--- src/rtl/fes_pkg.sv ---
package fes_pkg;

    typedef enum logic [3:0] {
        S_IDLE,
        S_SWE,
        S_NEXT,
        S_SEL,
        S_ESU,
        S_ERASE,
        S_HOLD,
        S_WDC,
        S_EVSET,
        S_DWR,
        S_RDW,
        S_READ,
        S_EVX,
        S_FIN
    } fes_state_e;

endpackage

--- src/rtl/fes_wait_timer.sv ---
module fes_wait_timer #(
    parameter int CW = 12
) (
    input  logic          clk,
    input  logic          rst_n,
    input  logic          load_i,
    input  logic [CW-1:0] val_i,
    output logic          expired_o
);

    logic [CW-1:0] cnt_d, cnt_q;

    always_comb begin
        cnt_d = cnt_q;
        if (load_i) begin
            cnt_d = val_i;
        end else if (cnt_q != '0) begin
            cnt_d = cnt_q - 1'b1;
        end
    end

    always_ff @(posedge clk or negedge rst_n) begin
        if (!rst_n) begin
            cnt_q <= '0;
        end else begin
            cnt_q <= cnt_d;
        end
    end

    assign expired_o = (cnt_q == '0);

    // once run out, the count stays at zero until reloaded
    a_r6_timer_holds: assert property (@(posedge clk) disable iff (!rst_n)
        (expired_o && !load_i) |=> expired_o);

endmodule

--- src/rtl/fes_block_pick.sv ---
module fes_block_pick #(
    parameter int NBLK = 4,
    parameter int BIW  = 2
) (
    input  logic [NBLK-1:0] mask_i,
    output logic            valid_o,
    output logic [BIW-1:0]  idx_o
);

    always_comb begin
        idx_o = '0;
        for (int i = NBLK - 1; i >= 0; i--) begin
            if (mask_i[i]) begin
                idx_o = BIW'(i);
            end
        end
    end

    assign valid_o = |mask_i;

endmodule

--- src/rtl/flash_erase_seq.sv ---
module flash_erase_seq
    import fes_pkg::*;
#(
    parameter int NBLK  = 4,
    parameter int WORDS = 8,
    parameter int CW    = 12,
    parameter int RW    = 4,
    parameter int DW    = 16,
    localparam int BIW  = (NBLK > 1) ? $clog2(NBLK) : 1,
    localparam int WAW  = (WORDS > 1) ? $clog2(WORDS) : 1,
    localparam int AW   = BIW + WAW,
    localparam int WDW  = CW + 3
) (
    input  logic            clk,
    input  logic            rst_n,
    input  logic            start_i,
    input  logic [NBLK-1:0] blk_mask_i,
    input  logic [CW-1:0]   cfg_we_i,
    input  logic [CW-1:0]   cfg_esu_i,
    input  logic [CW-1:0]   cfg_ers_i,
    input  logic [CW-1:0]   cfg_hold_i,
    input  logic [CW-1:0]   cfg_wdc_i,
    input  logic [CW-1:0]   cfg_evs_i,
    input  logic [CW-1:0]   cfg_rd_i,
    input  logic [CW-1:0]   cfg_evx_i,
    input  logic [RW-1:0]   cfg_tries_i,
    output logic            fl_swe_o,
    output logic            fl_esu_o,
    output logic            fl_e_o,
    output logic            fl_ev_o,
    output logic [NBLK-1:0] fl_sel_o,
    output logic [AW-1:0]   fl_addr_o,
    output logic [DW-1:0]   fl_wdata_o,
    output logic            fl_we_o,
    output logic            fl_re_o,
    input  logic [DW-1:0]   fl_rdata_i,
    output logic            wdt_load_o,
    output logic [WDW-1:0]  wdt_val_o,
    output logic            wdt_clr_o,
    output logic            busy_o,
    output logic            done_o,
    output logic            fail_o,
    output logic [BIW-1:0]  fail_blk_o
);

    localparam logic [WAW-1:0] LAST_WORD = WAW'(WORDS - 1);

    typedef struct packed {
        fes_state_e      st;
        logic [NBLK-1:0] pend;
        logic [BIW-1:0]  blk;
        logic [WAW-1:0]  word;
        logic [RW-1:0]   tries;
        logic            retry;
        logic            fail_p;
        logic            done;
        logic            fail;
        logic [BIW-1:0]  fail_blk;
    } seq_t;

    seq_t q, d;

    logic           tmr_load;
    logic [CW-1:0]  tmr_val;
    logic [CW-1:0]  dur;
    logic           tmr_exp;
    logic           pick_valid;
    logic [BIW-1:0] pick_idx;
    logic [NBLK-1:0] sel_vec;
    logic           in_blk;

    fes_wait_timer #(.CW(CW)) u_timer (
        .clk       (clk),
        .rst_n     (rst_n),
        .load_i    (tmr_load),
        .val_i     (tmr_val),
        .expired_o (tmr_exp)
    );

    fes_block_pick #(.NBLK(NBLK), .BIW(BIW)) u_pick (
        .mask_i  (q.pend),
        .valid_o (pick_valid),
        .idx_o   (pick_idx)
    );

    // next-state computation
    always_comb begin
        d = q;
        unique case (q.st)
            S_IDLE: begin
                if (start_i) begin
                    d.pend     = blk_mask_i;
                    d.done     = 1'b0;
                    d.fail     = 1'b0;
                    d.fail_blk = '0;
                    d.fail_p   = 1'b0;
                    d.st       = S_SWE;
                end
            end
            S_SWE:   if (tmr_exp) d.st = S_NEXT;
            S_NEXT: begin
                if (q.fail_p || !pick_valid) begin
                    d.st = S_FIN;
                end else begin
                    d.blk   = pick_idx;
                    d.tries = '0;
                    d.word  = '0;
                    d.st    = S_SEL;
                end
            end
            S_SEL: begin
                d.tries = q.tries + 1'b1;
                d.retry = 1'b0;
                d.word  = '0;
                d.st    = S_ESU;
            end
            S_ESU:   if (tmr_exp) d.st = S_ERASE;
            S_ERASE: if (tmr_exp) d.st = S_HOLD;
            S_HOLD:  if (tmr_exp) d.st = S_WDC;
            S_WDC:   if (tmr_exp) d.st = S_EVSET;
            S_EVSET: if (tmr_exp) d.st = S_DWR;
            S_DWR:   d.st = S_RDW;
            S_RDW:   if (tmr_exp) d.st = S_READ;
            S_READ: begin
                if (fl_rdata_i == '1) begin
                    if (q.word == LAST_WORD) begin
                        d.st = S_EVX;
                    end else begin
                        d.word = q.word + 1'b1;
                        d.st   = S_DWR;
                    end
                end else begin
                    if (q.tries >= cfg_tries_i) begin
                        d.fail_p   = 1'b1;
                        d.fail_blk = q.blk;
                    end else begin
                        d.retry = 1'b1;
                    end
                    d.st = S_EVX;
                end
            end
            S_EVX: begin
                if (tmr_exp) begin
                    if (q.retry) begin
                        d.st = S_SEL;
                    end else begin
                        if (!q.fail_p) d.pend[q.blk] = 1'b0;
                        d.st = S_NEXT;
                    end
                end
            end
            S_FIN: begin
                d.done   = 1'b1;
                d.fail   = q.fail_p;
                d.fail_p = 1'b0;
                d.st     = S_IDLE;
            end
            default: d.st = S_IDLE;
        endcase
    end

    // wait length of the state being entered
    always_comb begin
        unique case (d.st)
            S_SWE:   dur = cfg_we_i;
            S_ESU:   dur = cfg_esu_i;
            S_ERASE: dur = cfg_ers_i;
            S_HOLD:  dur = cfg_hold_i;
            S_WDC:   dur = cfg_wdc_i;
            S_EVSET: dur = cfg_evs_i;
            S_RDW:   dur = cfg_rd_i;
            S_EVX:   dur = cfg_evx_i;
            default: dur = '0;
        endcase
        tmr_load = (d.st != q.st);
        tmr_val  = (dur == '0) ? '0 : dur - 1'b1;
    end

    always_ff @(posedge clk or negedge rst_n) begin
        if (!rst_n) begin
            q.st       <= S_IDLE;
            q.pend     <= '0;
            q.blk      <= '0;
            q.word     <= '0;
            q.tries    <= '0;
            q.retry    <= 1'b0;
            q.fail_p   <= 1'b0;
            q.done     <= 1'b0;
            q.fail     <= 1'b0;
            q.fail_blk <= '0;
        end else begin
            q <= d;
        end
    end

    // output decode
    for (genvar g = 0; g < NBLK; g++) begin : g_sel
        assign sel_vec[g] = (q.blk == BIW'(g));
    end

    assign in_blk     = !(q.st inside {S_IDLE, S_SWE, S_NEXT, S_FIN});
    assign fl_swe_o   = !(q.st inside {S_IDLE, S_FIN});
    assign fl_sel_o   = in_blk ? sel_vec : '0;
    assign fl_esu_o   = q.st inside {S_ESU, S_ERASE, S_HOLD};
    assign fl_e_o     = (q.st == S_ERASE);
    assign fl_ev_o    = q.st inside {S_EVSET, S_DWR, S_RDW, S_READ};
    assign fl_we_o    = (q.st == S_DWR);
    assign fl_re_o    = (q.st == S_READ);
    assign fl_wdata_o = fl_we_o ? '1 : '0;
    assign fl_addr_o  = {q.blk, q.word};
    assign wdt_load_o = (q.st == S_SEL);
    assign wdt_val_o  = WDW'(cfg_esu_i) + WDW'(cfg_ers_i) + WDW'(cfg_hold_i)
                      + WDW'(cfg_wdc_i) + WDW'(1);
    assign wdt_clr_o  = (q.st == S_WDC) && tmr_exp;
    assign busy_o     = (q.st != S_IDLE);
    assign done_o     = q.done;
    assign fail_o     = q.fail;
    assign fail_blk_o = q.fail_blk;

    // erase pulse length tracker for the bound check
    logic [CW-1:0] e_run_q;
    always_ff @(posedge clk or negedge rst_n) begin
        if (!rst_n) begin
            e_run_q <= '0;
        end else begin
            e_run_q <= fl_e_o ? e_run_q + 1'b1 : '0;
        end
    end

    a_r3_sel_onehot: assert property (@(posedge clk) disable iff (!rst_n)
        $onehot0(fl_sel_o));
    a_r2_sel_needs_swe: assert property (@(posedge clk) disable iff (!rst_n)
        (|fl_sel_o) |-> fl_swe_o);
    a_r5_e_needs_esu: assert property (@(posedge clk) disable iff (!rst_n)
        fl_e_o |-> fl_esu_o);
    a_r6_e_bounded: assert property (@(posedge clk) disable iff (!rst_n)
        fl_e_o |-> ((cfg_ers_i == '0) || (e_run_q < cfg_ers_i)));
    a_r8_ev_exclusive: assert property (@(posedge clk) disable iff (!rst_n)
        fl_ev_o |-> (!fl_esu_o && !fl_e_o));
    a_r8_write_in_verify: assert property (@(posedge clk) disable iff (!rst_n)
        fl_we_o |-> (fl_ev_o && fl_wdata_o == '1));
    a_r11_done_idle: assert property (@(posedge clk) disable iff (!rst_n)
        done_o |-> (!busy_o && !fl_swe_o));
    a_r4_load_before_esu: assert property (@(posedge clk) disable iff (!rst_n)
        wdt_load_o |=> fl_esu_o);

endmodule

--- config.mk ---
export PLATFORM = sky130hd
export DESIGN_NAME = flash_erase_seq
export DESIGN_NICKNAME = d
export VERILOG_FILES = /design/src/rtl/fes_pkg.sv /design/src/rtl/fes_wait_timer.sv /design/src/rtl/fes_block_pick.sv /design/src/rtl/flash_erase_seq.sv
export SDC_FILE = /design/constraint.sdc
export NUM_CORES = 1
export LEC_CHECK = 0
export CAP_MARGIN = 20
export CORE_UTILIZATION = 45
export DETAILED_ROUTE_END_ITERATION = 16
export GPL_TIMING_DRIVEN = 0
export PLACE_DENSITY = 0.81
export SLEW_MARGIN = 0
export SYNTH_ARGS = -nofsm -noshare
export SYNTH_HDL_FRONTEND = slang
export SYNTH_HIERARCHICAL = 1
export SYNTH_SLANG_ARGS = --single-unit
--- constraint.sdc ---
create_clock -name clk -period 5.6 [get_ports clk]
set_input_delay 1.12 -clock clk [delete_from_list [all_inputs] [get_ports clk]]
set_output_delay 1.12 -clock clk [all_outputs]
set_load 0.05 [all_outputs]
Word level (Yosys, flattened, before mapping)
Index checks and enable logic that the tools add are counted.
{"block": "totals", "ff_bits": 35, "inputBits": 123, "elab_cells": 137}
{"block": "classes", "addsub": 8, "n_lt_le_gt_ge": 3, "n_eq_ne": 37, "n_mux": 44, "n_bitwise": 3, "reduce_logical": 31}
{"cell": "$pmux W12 S8", "n": 1}
{"cell": "$pmux W4 S13", "n": 1}
{"cell": "$mux W4", "n": 12}
{"cell": "$eq A4 B4 Y1 const B", "n": 9}
{"cell": "$mux W12", "n": 3}
{"cell": "$eq A4 B3 Y1 const B", "n": 8}
{"cell": "$logic_not A12 Y1", "n": 2}
{"cell": "$sub A12 B1 Y12 const B", "n": 2}
{"cell": "$eq A16 B16 Y1 const B", "n": 1}
{"cell": "$mux W16", "n": 1}
{"cell": "$mux W8", "n": 2}
{"cell": "$ne A2 B2 Y1 const B", "n": 8}
{"cell": "$pmux W4 S2", "n": 2}
{"cell": "$add A14 B12 Y15", "n": 1}
{"cell": "$add A15 B1 Y15 const B", "n": 1}
{"cell": "$add A13 B12 Y14", "n": 1}
{"cell": "$mux W2", "n": 7}
{"cell": "$add A12 B12 Y13", "n": 1}
{"cell": "$reduce_and A4 Y1", "n": 3}
{"cell": "$reduce_bool A12 Y1", "n": 1}
{"cell": "$reduce_bool A2 Y1", "n": 6}
{"cell": "$reduce_bool A4 Y1", "n": 3}
{"cell": "$mux W3", "n": 3}
{"cell": "$pmux W3 S3", "n": 1}
{"cell": "other kinds (32)", "n": 46}

Depth between registers and ports, before layout
{"block": "logic_depth", "depth_word": 15, "depth_mapped": 21, "mapped_depth_nobuf": 19}

Modules after synthesis
The synthesis kept the hierarchy.
{"mod": "flash_erase_seq", "n_inst": 1, "cells_per_inst": 477, "area_per_inst_um2": 3893.7}
{"mod": "fes_wait_timer", "n_inst": 1, "cells_per_inst": 72, "area_per_inst_um2": 730.7}
{"mod": "fes_block_pick", "n_inst": 1, "cells_per_inst": 7, "area_per_inst_um2": 35.0}

Worst setup path after synthesis
Ideal clock, no wire load.
{"block": "synth_timing", "path_type": "input -> output", "startpoint": "in cfg_esu_i[1]", "endpoint": "out wdt_val_o[13]", "arrival_ns": 4.715, "t_required_ns": 4.480, "setup_slack_ns": -0.235, "path_stages": 14, "path_cell_list": "fa_1 fa_1 ha_1 inv_1 fa_1 nor2b_1 o21ai_0 a21boi_0 o21ai_0 a21boi_0 o21ai_0 a21boi_0 o21ai_0 a21oi_1"}
{"block": "synth_between", "elab_chain_cells": 4}
{"element": "start: declaration", "line_no": "flash_erase_seq.sv:19", "source": "input logic [CW-1:0] cfg_esu_i,"}
{"element": "$add A12 B12 Y13", "line_no": "flash_erase_seq.sv:212", "source": "assign wdt_val_o = WDW'(cfg_esu_i) + WDW'(cfg_ers_i) + WDW'(cfg_hold_i)"}
{"element": "$add A13 B12 Y14", "line_no": "flash_erase_seq.sv:212"}
{"element": "$add A14 B12 Y15", "line_no": "flash_erase_seq.sv:213", "source": "+ WDW'(cfg_wdc_i) + WDW'(1);"}
{"element": "$add A15 B1 Y15", "line_no": "flash_erase_seq.sv:213"}
{"element": "end: declaration", "line_no": "flash_erase_seq.sv:38", "source": "output logic [WDW-1:0] wdt_val_o,"}
Every way passes these cells.

Worst setup path after layout
{"block": "layout_timing", "startpoint": "in cfg_esu_i[4]", "endpoint": "out wdt_val_o[6]"}
Same word-level chain as after synthesis.

==> flow_summary.ini <==
[clock_network]
clk_latency_ns = 0.29
numCtsBuffers = 5
cts_root_buf = clkbuf_8
path_clk_slew_ns = 0.07
hold_buffers = 0
cts_buffer_depth = 2
cts_num_sinks = 35
cts_tree = yes
cts_max_level = 2

[worst_hold_path]
hold_class = reg2reg

[yosys]
yosysMostFrequentCell = nand2_1
yosys_warnings = 6
synth_edf_count = 0
syn_area_um2 = 4659
syn_avg_cell_area_um2 = 8.380
synth_ff_type = dfrtp_1
synth_common_cells = nand2_1 (58), dfrtp_1 (35), inv_1 (35), nor2_1 (33)
yosysSeqAreaShare_pct = 18.80
ys_top_cells_by_area = dfrtp_1 (19%), fa_1 (10%), ha_1 (6.4%)
ys_ff_latch = 35
synth_nets = 727
synth.distinct_cells = 75
synth-async-reset-ratio_pct = 100.0
synth_top_area_share_pct = 18.80
synth_cells = 556
synth_area_leader_cell = dfrtp_1

[sta]
drv_slew = 0
final_hold_viol_count = 0
tightest_slew_ns = 0.9714
fin_worst_skew_ns = 0.008097
relSlewSlack_pct = 35.00
whs_ns = 0.5115
tns_ns = 0
worst_slack_ns = 0.02722
max_freq_mhz = 179.4
setup_viol = 0
finalCriticalPeriod_ns = 5.573
fin_crit_sh_pct = 99.51

[power]
ir_worst_vdd_uv = 291.3
p_per_area_nw_per_um2 = 224.5
p_leak_uw = 0.002870

[worst_setup_path]
critPathLaunchType = input pin
cp_data_required_time_ns = 4.48
path_max_fanout = 3
critPathCaptureType = output pin
arrival_ns = 4.45
crit_type = in2out

[cells_and_area]
fill_cells = 834
final_cells = 886
fin_nets = 923
final_area_um2 = 6838
antenna_cells = 0
drive_gt1_share_pct = 17.26
areaGrowthSynthToFinish_pct = 46.75

[detailed_routing]
drc = 0
routed_wl_mm = 15.64
vias = 5151
wl_per_cell_um = 17.66
drtAntennaViolNets = 0
viasPerCell = 5.814
detail_route.first_pass.iterations = 5
drt_iter0_markers = 259

[global_route]
track_usage_pct = 28.29
antenna_found_initial = 0
grt_max_degree = 36
grt_pass1_wl_mm = 24.84
overflow = 0
grt_pass1_vias = 5169

[die]
die_x_um = 103.8
die_y_um = 103.8
ioPinCount = 176
start_util_pct = 47.02
num_rows = 36
die_area_um2 = 10770
coreArea_um2 = 9910

[flow_run]
max_cap_violations = 0

[run_status]
status = finished clean

[placed_design]
preCtsSetupSlack_ns = -1.346
dp_hpwl_mm = 12.64
gp_congestion = 0.9095
dp_cells = 863
post_dp_cell_area_um2 = 6566
portBuffers = 174
[cell type report]
| class | instances | area, µm² | share of cell area, % |
|---|---|---|---|
| well taps | 133 | 166.4 | 2.434 |
| flip-flops and latches | 35 | 875.8 | 12.81 |
| clock buffers | 8 | 100.1 | 1.464 |
| inverters | 36 | 135.1 | 1.976 |
| multi-input cells | 436 | 3440 | 50.30 |
| repair buffers | 189 | 1810 | 26.48 |
| plain buffers | 49 | 310.3 | 4.538 |
[worst paths after layout]
check                                       from                end  slack [ns]  depth (start not counted)
worst min-delay path                      done_o             done_o        0.51                          1
max in group asynchronous                  rst_n   u_timer/cnt_q[4]        4.19                          1
worst min register to register            done_o             done_o        0.51                          1
worst max register to register  u_timer/cnt_q[0]  u_timer/cnt_q[11]        0.52                         17
min in group asynchronous                  rst_n               q[5]        0.92                          1
worst max-delay path                cfg_esu_i[4]       wdt_val_o[6]        0.03                         12
[worst max-delay path: stages]
cell	delay [ns]
clkdlybuf4s50_1	0.46
fa_1	0.58
fa_1	0.46
ha_4	0.31
inv_1	0.05
o21ai_1	0.17
a21oi_1	0.12
buf_4	0.14
buf_4	0.12
buf_4	0.12
xnor2_1	0.23
dlygate4sd2_1	0.57
[per-stage QoR]
step	total power (µW)	utilization (%)
2_1_floorplan	881.8	-
3_3_place_gp	1198	66.31
3_5_place_dp	1212	66.26
4_1_cts	1473	68.37
5_1_grt	1614	69.00
6_report	1535	69.00
[flip-flops by register name, indices dropped and copies added (netlist names)]
signal and cells:
q 14, u_timer/cnt_q 12, fl_addr_o 5, fail_blk_o 2, done_o 1, fail_o 1
[routing by layer]
metal / GRT usage, % / vias to the layer above / wire [µm]
met1: 34.94 / 2436 / 6607
met4: 10.41 / 0 / 456
met3: 5.160 / 37 / 1150
li1: - / 2423 / -
met5: 0 / - / 0
met2: 49.09 / 255 / 7428
[cells by family (layout without fill, tap and decap cells)]
family,Yosys count,after routing,share of synthesized area (%)
muxes,15,15,3.706
adders and majority gates,48,48,16.76
other,1,1,0.08048
xor gates and xnor gates,15,15,2.820
buffers and inverters,85,282,9.559
DFF,35,35,18.80
AOI/OAI and AO/OA,141,141,21.89
and+or+nand+nor,216,216,26.40
[report_power, final]
part	switching, µW	leakage, µW	internal [µW]
Combinational	573	0.00238	431
Clock	91.9	0.0000515	112
Sequential	45.8	0.000435	282
[what timing repair did]
action                                  in CTS  in global routing
endpoints found under the setup margin       9                  8
gates cloned                                 0                  0
pin swaps                                   22                 30
resized for setup                           67                 29
buffers inserted                            10                  5
[placed cells by master (no fill, tap or decap), types with 5 or more instances in the layout]
cell type,instances
a21o_1,7
buf_6,6
buf_4,40
nand2_1,58
or3_1,5
mux2_2,10
nand4_1,13
and3_1,5
a22oi_1,17
nor3_1,18
buf_2,9
nor2_1,33
ha_1,20
a21oi_2,5
fa_1,22
o21ai_0,19
clkbuf_8,7
clkbuf_1,16
nor3_2,5
xnor2_1,12
nand3_1,11
inv_1,33
and4_1,12
clkbuf_2,6
a32oi_1,10
clkdlybuf4s50_1,154
dfrtp_1,35
nor2b_1,10
o31a_1,5
nand2b_1,9
a22o_1,11
a31oi_1,6
a21oi_1,15
(Power assumes the default switching activity.)
